--- config.mk ---
export PLATFORM = sky130hd
export DESIGN_NAME = pause_tx_merge
export DESIGN_NICKNAME = d
export VERILOG_FILES = /design/src/rtl/pftx_pkg.sv /design/src/rtl/pftx_frame_byte.sv /design/src/rtl/pftx_irq.sv /design/src/rtl/pause_tx_merge.sv
export SDC_FILE = /design/constraint.sdc
export NUM_CORES = 1
export LEC_CHECK = 0
export BUFFER_PORTS_ARGS = -buffer_cell sky130_fd_sc_hd__clkbuf_2
export CAP_MARGIN = 15
export CORE_ASPECT_RATIO = 0.7
export CORE_MARGIN = 2
export CORE_UTILIZATION = 34
export CTS_CLUSTER_SIZE = 25
export DETAILED_ROUTE_END_ITERATION = 8
export SLEW_MARGIN = 20
export SYNTH_ARGS = -nofsm -noshare
export SYNTH_HDL_FRONTEND = slang
export SYNTH_HIERARCHICAL = 1
export SYNTH_SLANG_ARGS = --single-unit
--- constraint.sdc ---
create_clock -name clk -period 3 [get_ports clk]
set_clock_uncertainty 0.05 [all_clocks]
set_input_delay 0 -clock clk [delete_from_list [all_inputs] [get_ports clk]]
set_output_delay 0 -clock clk [all_outputs]
set_load 0.05 [all_outputs]
--- src/rtl/pftx_pkg.sv ---
package pftx_pkg;
  typedef enum logic [1:0] {ST_IDLE, ST_NORM, ST_PAUSE, ST_GAP} st_e;

  localparam logic [1:0] SEL_REQ  = 2'd0;
  localparam logic [1:0] SEL_STAT = 2'd1;
  localparam logic [1:0] SEL_MASK = 2'd2;
  localparam int         REQ_BIT  = 16;

  localparam logic [47:0] CTRL_DA   = 48'h0180C2000001;
  localparam logic [15:0] CTRL_TYPE = 16'h8808;
  localparam logic [15:0] PAUSE_OPC = 16'h0001;
  localparam int          HDR_BYTES = 14;
endpackage

--- src/rtl/pftx_frame_byte.sv ---
module pftx_frame_byte #(
  parameter int IDX_W = 6
) (
  input  logic [IDX_W-1:0] idx,
  input  logic [47:0]      src,
  input  logic [15:0]      pause_val,
  output logic [7:0]       byte_o
);
  import pftx_pkg::*;

  int i;
  always_comb begin
    i = int'(idx);
    if (i < 6)
      byte_o = 8'(CTRL_DA >> (8 * (5 - i)));
    else if (i < 12)
      byte_o = 8'(src >> (8 * (11 - i)));
    else begin
      case (i)
        12:      byte_o = CTRL_TYPE[15:8];
        13:      byte_o = CTRL_TYPE[7:0];
        14:      byte_o = PAUSE_OPC[15:8];
        15:      byte_o = PAUSE_OPC[7:0];
        16:      byte_o = pause_val[15:8];
        17:      byte_o = pause_val[7:0];
        default: byte_o = 8'h00;
      endcase
    end
  end
endmodule

--- src/rtl/pftx_irq.sv ---
module pftx_irq #(
  parameter int NB = 2
) (
  input  logic          clk,
  input  logic          rst,
  input  logic [NB-1:0] set_vec,
  input  logic          clr_we,
  input  logic [NB-1:0] clr_vec,
  input  logic          mask_we,
  input  logic [NB-1:0] mask_vec,
  output logic [NB-1:0] status_q,
  output logic [NB-1:0] mask_q,
  output logic          irq_q
);
  logic [NB-1:0] clr_eff;

  assign clr_eff = clr_we ? clr_vec : '0;

  always_ff @(posedge clk) begin
    if (rst) begin
      status_q <= '0;
      mask_q   <= '0;
      irq_q    <= 1'b0;
    end else begin
      status_q <= (status_q & ~clr_eff) | set_vec;
      if (mask_we) mask_q <= mask_vec;
      irq_q <= |(status_q & mask_q);
    end
  end
endmodule

--- src/rtl/pause_tx_merge.sv ---
module pause_tx_merge #(
  parameter int MIN_PAYLOAD = 46,
  parameter int GAP_BYTES   = 12
) (
  input  logic        clk,
  input  logic        rst,
  input  logic        cfg_txen,
  input  logic        cfg_fd,
  input  logic        cfg_flow,
  input  logic [47:0] src_mac,
  input  logic        reg_we,
  input  logic [1:0]  reg_sel,
  input  logic [31:0] reg_wdata,
  input  logic        in_valid,
  input  logic [7:0]  in_data,
  input  logic        in_last,
  output logic        in_ready,
  output logic        out_en,
  output logic [7:0]  out_data,
  output logic [1:0]  status,
  output logic        irq
);
  import pftx_pkg::*;

  localparam int FRAME_BYTES = HDR_BYTES + MIN_PAYLOAD;
  localparam int CW = $clog2(FRAME_BYTES);
  localparam int GW = $clog2(GAP_BYTES);
  localparam logic [CW-1:0] C_LAST = CW'(FRAME_BYTES - 1);
  localparam logic [GW-1:0] G_LAST = GW'(GAP_BYTES - 1);

  st_e           st_q;
  logic [CW-1:0] cnt_q;
  logic [GW-1:0] gcnt_q;
  logic          pend_q;
  logic [15:0]   val_q;
  logic [15:0]   shadow_q;
  logic [7:0]    gen_byte;
  logic [1:0]    mask_w;
  logic          elig, req_wr, take;
  logic [1:0]    set_vec;

  assign elig     = pend_q & cfg_flow & cfg_fd & cfg_txen;
  assign req_wr   = reg_we && (reg_sel == SEL_REQ) && reg_wdata[REQ_BIT];
  assign in_ready = ((st_q == ST_IDLE) && !elig) || (st_q == ST_NORM);
  assign take     = in_valid && in_ready;
  assign set_vec  = {(st_q == ST_PAUSE) && (cnt_q == C_LAST), take && in_last};

  pftx_frame_byte #(.IDX_W(CW)) u_gen (
    .idx       (cnt_q),
    .src       (src_mac),
    .pause_val (shadow_q),
    .byte_o    (gen_byte)
  );

  pftx_irq #(.NB(2)) u_sts (
    .clk      (clk),
    .rst      (rst),
    .set_vec  (set_vec),
    .clr_we   (reg_we && (reg_sel == SEL_STAT)),
    .clr_vec  (reg_wdata[1:0]),
    .mask_we  (reg_we && (reg_sel == SEL_MASK)),
    .mask_vec (reg_wdata[1:0]),
    .status_q (status),
    .mask_q   (mask_w),
    .irq_q    (irq)
  );

  always_ff @(posedge clk) begin
    if (rst) begin
      st_q     <= ST_IDLE;
      cnt_q    <= '0;
      gcnt_q   <= '0;
      pend_q   <= 1'b0;
      val_q    <= '0;
      shadow_q <= '0;
      out_en   <= 1'b0;
      out_data <= '0;
    end else begin
      out_en <= 1'b0;
      if (req_wr) begin
        pend_q <= 1'b1;
        val_q  <= reg_wdata[15:0];
      end
      case (st_q)
        ST_IDLE: begin
          if (elig) begin
            if (!req_wr) pend_q <= 1'b0;
            shadow_q <= val_q;
            out_en   <= 1'b1;
            out_data <= gen_byte;
            cnt_q    <= CW'(1);
            st_q     <= ST_PAUSE;
          end else if (take) begin
            out_en   <= 1'b1;
            out_data <= in_data;
            gcnt_q   <= '0;
            st_q     <= in_last ? ST_GAP : ST_NORM;
          end
        end
        ST_NORM: begin
          if (in_valid) begin
            out_en   <= 1'b1;
            out_data <= in_data;
            if (in_last) begin
              gcnt_q <= '0;
              st_q   <= ST_GAP;
            end
          end
        end
        ST_PAUSE: begin
          out_en   <= 1'b1;
          out_data <= gen_byte;
          if (cnt_q == C_LAST) begin
            cnt_q  <= '0;
            gcnt_q <= '0;
            st_q   <= ST_GAP;
          end else begin
            cnt_q <= cnt_q + CW'(1);
          end
        end
        default: begin
          if (gcnt_q == G_LAST) st_q <= ST_IDLE;
          else gcnt_q <= gcnt_q + GW'(1);
        end
      endcase
    end
  end
endmodule

==> results of run 1 <==
## registers in the layout (all words and copies together) (netlist names)
signal and count:
cnt_q 6, out_en 1, shadow_q 16, u_sts/status_q 2
u_sts/irq_q 1, u_sts/mask_q 2, val_q 16, pend_q 1
st_q 2, gcnt_q 4, out_data 8
## routing by layer
| layer | vias to the layer above | track usage [%] | wire length, µm |
|---|---|---|---|
| met5 | - | 0 | 0 |
| met4 | 0 | 4.10 | 46 |
| met1 | 1596 | 23.2 | 4810 |
| li1 | 1771 | - | - |
| met2 | 116 | 26.6 | 4110 |
| met3 | 5 | 4.01 | 582 |
## cell families after synthesis
logic type | Yosys count
simple gates | 160
compound gates | 120
flops | 59
buf+inv | 39
mux | 35
fa+ha+maj | 11
xor+xnor | 3
## synth_stat cells, types with 4 or more instances
| library cell | instances |
|---|---|
| a211oi_1 | 5 |
| a21oi_1 | 46 |
| a22oi_1 | 15 |
| clkbuf_1 | 18 |
| dfxtp_1 | 59 |
| ha_1 | 11 |
| inv_1 | 12 |
| mux2_1 | 6 |
| mux2_2 | 13 |
| mux2i_1 | 8 |
| mux4_2 | 7 |
| nand2_1 | 96 |
| nand3_1 | 8 |
| nor2_1 | 21 |
| nor3_1 | 7 |
| nor4_1 | 4 |
| o21ai_0 | 10 |
| o21ai_1 | 9 |
| o22ai_1 | 11 |
| or3_1 | 4 |
## placed cells by master (no fill, tap or decap), types with 2 or more instances in the layout
master,instances
dfxtp_1,59
mux2i_1,8
mux4_2,7
nand3_1,8
nor4_1,4
ha_1,11
o22ai_1,11
or3_1,4
nor3b_1,2
o21ai_1,9
a22oi_1,15
a211oi_1,5
xnor2_1,3
dlygate4sd3_1,16
a211o_1,3
o211a_1,2
o21ai_0,10
buf_4,7
a311oi_1,2
a21o_1,3
a2111o_1,2
clkinv_4,2
inv_1,12
nand4b_1,2
a21oi_1,46
and3b_1,3
clkbuf_2,95
clkbuf_16,9
a31o_1,2
nor3_1,7
mux2_1,6
nor2_1,21
mux2_2,13
nand2_1,96
clkinv_2,2
## per-stage QoR
| step | power (W) | hold slack (ns) | util (%) | cell area [µm²] |
|---|---|---|---|---|
| after floorplan | 0.00203 | 0.0224 | - | 3540 |
| after global placement | 0.00229 | 0.183 | 40.3 | 4130 |
| after detailed placement | 0.00232 | 0.186 | 40.3 | 4130 |
| after CTS | 0.00337 | 0.00780 | 44.8 | 4590 |
| after global routing | 0.00355 | 0.0528 | 44.8 | 4590 |
| final | 0.00334 | 0.0186 | 44.8 | 4590 |
## power by group
part	internal (W)	leakage (nW)	total (W)	switching (W)
Clock	0.000664	0.148	0.00102	0.000353
Sequential	0.000863	0.479	0.000922	0.0000598
Combinational	0.000550	1.26	0.00140	0.000846
## area by class of cell
type                            count  area share (%)
Timing Repair Buffer              119            15.4
Multi-Input combinational cell    329            47.6
Clock buffer                       10            5.20
Inverter                           13            1.06
Clock inverter                      6            1.42
Sequential cell                    59            25.7
Tap cell                          132            3.60
## worst max path at each step
stage | end | cells past startpoint
2_1_floorplan | out_data[0] | 11
3_3_place_gp | out_data[5] | 9
3_5_place_dp | out_data[5] | 9
4_1_cts | out_data[5] | 9
5_1_grt | out_data[5] | 9
6_report | out_data[5] | 9
## critical path: stages (launching register included)
cell and delay [ns]:
dfxtp_1 0.57, inv_1 0.15, ha_1 0.30, nor4b_2 0.26
nand4b_2 0.24, o22ai_1 0.33, a22oi_1 0.14, nand2_1 0.10
o21ai_0 0.08, o22ai_1 0.17
==> flow_summary.ini, run 1 <==
[layout]
antenna_cells = 0
drive_gt1_share_pct = 27.6
multi_input_area_um2 = 2180
fin_cells = 668
fin_nets = 640
num-fill-cells = 1058
syn_to_final_growth_pct = 29.5
final-seq-area_um2 = 1180

[die]
num_io_pins = 111
initial_core_util_pct = 34.6
die_w_um = 126
die_area_um2 = 11300
die_y_um = 89.4
core-area_um2 = 10200
rows = 31

[worst_setup_path]
cp_data_required_time_ns = 3.19
path_class = flop to flop
r2r_setup_slack_ns = 0.53
startpoint_type = flop
end_kind = flop
r2r_end = out_data[5]
worst-path-max-fanout = 11
reg2reg_depth = 9
startpoint = cnt_q[2]
rr_startpoint = cnt_q[2]
worstPathArrival_ns = 2.66

[synthesis]
synth_cell_type_count = 60
synthSimpleGateAreaFrac_pct = 21.6
netlist.area_leader.share_pct = 33.3
synth_flop_cell = dfxtp_1
synthTopCellsByArea = dfxtp_1, nand2_1, a21oi_1
synth_xor_area_share_pct = 0.741
synth_nets = 536
synth_top_area_cell = dfxtp_1
ys_ff_latch = 59
synth-compound-area-share_pct = 21.7
synth_area_per_cell_um2 = 8.30
async_reset_ff_share_pct = 0
synth_mux_area_share_pct = 13.5
synth_edf_count = 0
synthCells = 427
syn_area_um2 = 3540
yosysWarningCount = 6
ys_seq_area_share_pct = 33.3
synthAdderAreaFrac_pct = 3.88
synth_top_family_by_area = compound AO/OA/AOI/OAI gates

[min_path]
hold_class = input port to flop
hp-start = in_data[7]
hold_depth = 3
holdPathEnd = out_data[7]

[clock_tree]
clk_pin_slew_ns = 0.05
insertion_delay_ns = 0.32
ctsHtreeMaxLevel = 3
clk_path_buf_depth = 2
clock_sinks = 59
cts_resized = 0
post_cts.repair.setup_buffers = 0
root_buffer = clkbuf_16
cts-hold-fix-buffers = 16
cts-buffers-inserted = 9
cts_tree = built

[timing]
setup_tns_ns = 0
timing.final.crit_share_pct = 82.5
fmax_ghz = 0.404
layout_min_cycle_time_ns = 2.47
setup_slack_ns = 0.526
slew_headroom_pct = 51.2
tightest_slew_ns = 0.727
drv_slew = 0
finalSetupViolCount = 0
rsz0062_at_grt = no
hold_viol_final = 0

[route]
drc = 0
drt-wirelength-per-cell_um = 14.3
initialDrtViolationCount = 272
viasPerCell = 5.22
vias = 3488
wl_mm = 9.55
first_pass_iters = 5
ant_nets = 0

[placement]
pre_cts_slack_ns = 0.543
hpwl_mm = 7.18
placedCellCount = 636
finalWeightedCongestion = 0.808
port_buffers = 95

[power_and_ir_drop]
power_leakage_nw = 1.89
ir_worst_vdd_mv = 0.386
power_density_nw_per_um2 = 726

[global_route]
grt_pass1_wl_mm = 15.2
gr-total-overflow = 0
first_global_vias = 3208
grt_max_degree = 46
antenna_found_initial = 0
grt_usage_pct = 16.8

[run]
cap_violations = 0

[status]
status = finished clean
(Power assumes the default switching activity.)
==> run 2, diff against run 1 <==
--- a/config.mk
+++ b/config.mk
@@ -5,6 +5,7 @@
 export SDC_FILE = /design/constraint.sdc
 export NUM_CORES = 1
 export LEC_CHECK = 0
+export ABC_AREA = 1
 export BUFFER_PORTS_ARGS = -buffer_cell sky130_fd_sc_hd__clkbuf_2
 export CAP_MARGIN = 15
 export CORE_ASPECT_RATIO = 0.7
==> constraint.sdc (replaced) <==
create_clock -name clk -period 2.5 [get_ports clk]
set_clock_uncertainty 0.05 [all_clocks]
set_input_delay 0 -clock clk [delete_from_list [all_inputs] [get_ports clk]]
set_output_delay 0 -clock clk [all_outputs]
set_load 0.05 [all_outputs]
==> run 2 against run 1 <==
Effect of this change: non-clock buffer count grew 4; via count up 20%; register-to-register slack worse by 0.28 ns; cell area rose by 7.8%; critical path depth rose by 8; global-route usage rose by 0.89 points; critical endpoint is now out_data[0]; combinational power up 38%; core utilization grew 0.29 points; first-iteration DRC count down 18%; highest routed layer unchanged.
==> flow_summary.ini, run 2 <==
[route]
ant_nets = 0
wl_mm = 10.2
viasPerCell = 4.66
initialDrtViolationCount = 224
drt-wirelength-per-cell_um = 11.4
vias = 4187
first_pass_iters = 5
drc = 0

[synthesis]
synth_nets = 737
synth_top_area_cell = dfxtp_1
async_reset_ff_share_pct = 0
synth_cell_type_count = 36
synthCells = 628
netlist.area_leader.share_pct = 30.9
yosysWarningCount = 6
ys_ff_latch = 59
synth_area_per_cell_um2 = 6.08
synthTopCellsByArea = dfxtp_1, nand2_1, nor2_1
syn_area_um2 = 3820
synth_edf_count = 0
synth_common_cells = nand2_1, nor2_1, o21ai_0, inv_1, dfxtp_1
yosys.cell_count.top_type = nand2_1
synth_flop_cell = dfxtp_1
ys_seq_area_share_pct = 30.9

[worst_setup_path]
worst-path-max-fanout = 9
startpoint_type = flop
end_kind = flop
cp_data_required_time_ns = 2.70
worstPathArrival_ns = 2.46
path_class = flop to flop

[timing]
tightest_slew_ns = 0.641
layout_min_cycle_time_ns = 2.25
timing.final.crit_share_pct = 90.1
setup_slack_ns = 0.247
fmax_ghz = 0.444
slew_headroom_pct = 57.2
hold_viol_final = 0
setup_tns_ns = 0
finalSetupViolCount = 0
drv_slew = 0
fin_hold_ws_ns = 0.0248

[global_route]
first_global_vias = 3941
grt_usage_pct = 17.6
grt_max_degree = 29
grt_pass1_wl_mm = 17.2
gr-total-overflow = 0
antenna_found_initial = 0

[layout]
top_regs = shadow_q: 16 flops, val_q: 16 flops, out_data: 8 flops
syn_to_final_growth_pct = 29.6
antenna_cells = 0
utilization_pct = 45.1
mostFrequentLayoutCells = nand2_1, nor2_1, clkbuf_2
final_common_cell = nand2_1
fin_nets = 851
drive_gt1_share_pct = 20.4

[die]
core-area_um2 = 11000
die_w_um = 131
die_y_um = 92.7
num_io_pins = 111
rows = 32
initial_core_util_pct = 34.8
die_area_um2 = 12100

[power_and_ir_drop]
power_density_nw_per_um2 = 861
power_leakage_nw = 2.32
ir_worst_vdd_mv = 0.440

[status]
status = finished clean

[clock_tree]
clock_sinks = 59
clk_pin_slew_ns = 0.05
clk_path_buf_depth = 2
root_buffer = clkbuf_16
cts_tree = built
cts-buffers-inserted = 9
insertion_delay_ns = 0.32
ctsHtreeMaxLevel = 3

[placement]
pre_cts_slack_ns = 0.217
finalWeightedCongestion = 0.890
hpwl_mm = 7.84
port_buffers = 95

[min_path]
hold_class = input port to flop

[run]
cap_violations = 0
==> run 2: changes by cell type after synthesis, sizes merged, moves of 16 or more <==
cell   change
o21ai     +64
a21oi     -27
inv       +61
nand3     +16
mux2      -19
nand2     +76
nor2     +115
==> run 2: area by class of cell <==
| cell class | count | area (µm²) |
|---|---|---|
| Timing Repair Buffer | 123 | 746 |
| Clock inverter | 5 | 55.1 |
| Clock buffer | 10 | 229 |
| Inverter | 74 | 284 |
| Tap cell | 153 | 191 |
| Multi-Input combinational cell | 475 | 2260 |
| Sequential cell | 59 | 1180 |
| Fill cell | 1179 | 6020 |
==> run 2: final timing paths <==
kind	from	endpoint	slack [ns]	cells after the start
hold reg to reg	u_sts/mask_q[1]	u_sts/mask_q[1]	0.42	2
hold / removal	rst	gcnt_q[2]	0.02	2
setup reg to reg	cnt_q[2]	out_data[0]	0.25	17
setup / recovery	cnt_q[2]	out_data[0]	0.25	17
==> run 2: timing repair <==
item / 4_1_cts / 5_1_grt
gates resized for setup: 0 / 7
setup buffers: 0 / 1
hold endpoints to repair: 20 / 0
hold buffers: 19 / 0
endpoints found under the setup margin: 0 / 8
==> run 2: critical path: stages, from the launching register on <==
cell	delay (ns)
dfxtp_1	0.34
inv_2	0.18
ha_1	0.22
nand3_2	0.15
nor2_4	0.23
buf_4	0.14
nand2_1	0.04
nand2_1	0.07
nor2_1	0.04
nand2_1	0.06
nand2_1	0.05
nand2_1	0.12
nand2_1	0.07
o211ai_1	0.08
o21ai_0	0.10
nand2_1	0.08
nand2_1	0.05
nor2_1	0.10
==> run 2: cell families (layout without fill, tap and decap cells) <==
group	after synthesis	count (layout)	share of synthesized area, %
simple gates	349	349	37.9
compound gates	114	114	17.1
buf+inv	94	212	10.3
flops	59	59	30.9
fa+ha+maj	11	11	3.60
xor+xnor	1	1	0.229
==> run 2: stage by stage <==
stage	instance area [µm²]	cells	total power, W
2_1_floorplan	3820	628	0.00267
3_3_place_gp	4450	864	0.00303
3_5_place_dp	4450	864	0.00309
4_1_cts	4920	898	0.00430
5_1_grt	4950	899	0.00460
6_report	4950	899	0.00426
==> run 2: per-layer routing <==
metal | share of wire (%) | track usage, % | wire, µm
met4 | 1.8 | 5.94 | 184
met2 | 44 | 27.0 | 4470
met3 | 5.1 | 4.33 | 522
met1 | 49 | 24.2 | 5040
met5 | 0 | 0 | 0
==> run 2: report_power, final <==
group / switching (W) / leakage [nW] / internal (W) / total, W
sequential: 0.0000918 / 0.481 / 0.00107 / 0.00117
combinational: 0.00130 / 1.71 / 0.000623 / 0.00193
clock: 0.000408 / 0.134 / 0.000760 / 0.00117
total: 0.00180 / 2.32 / 0.00246 / 0.00426
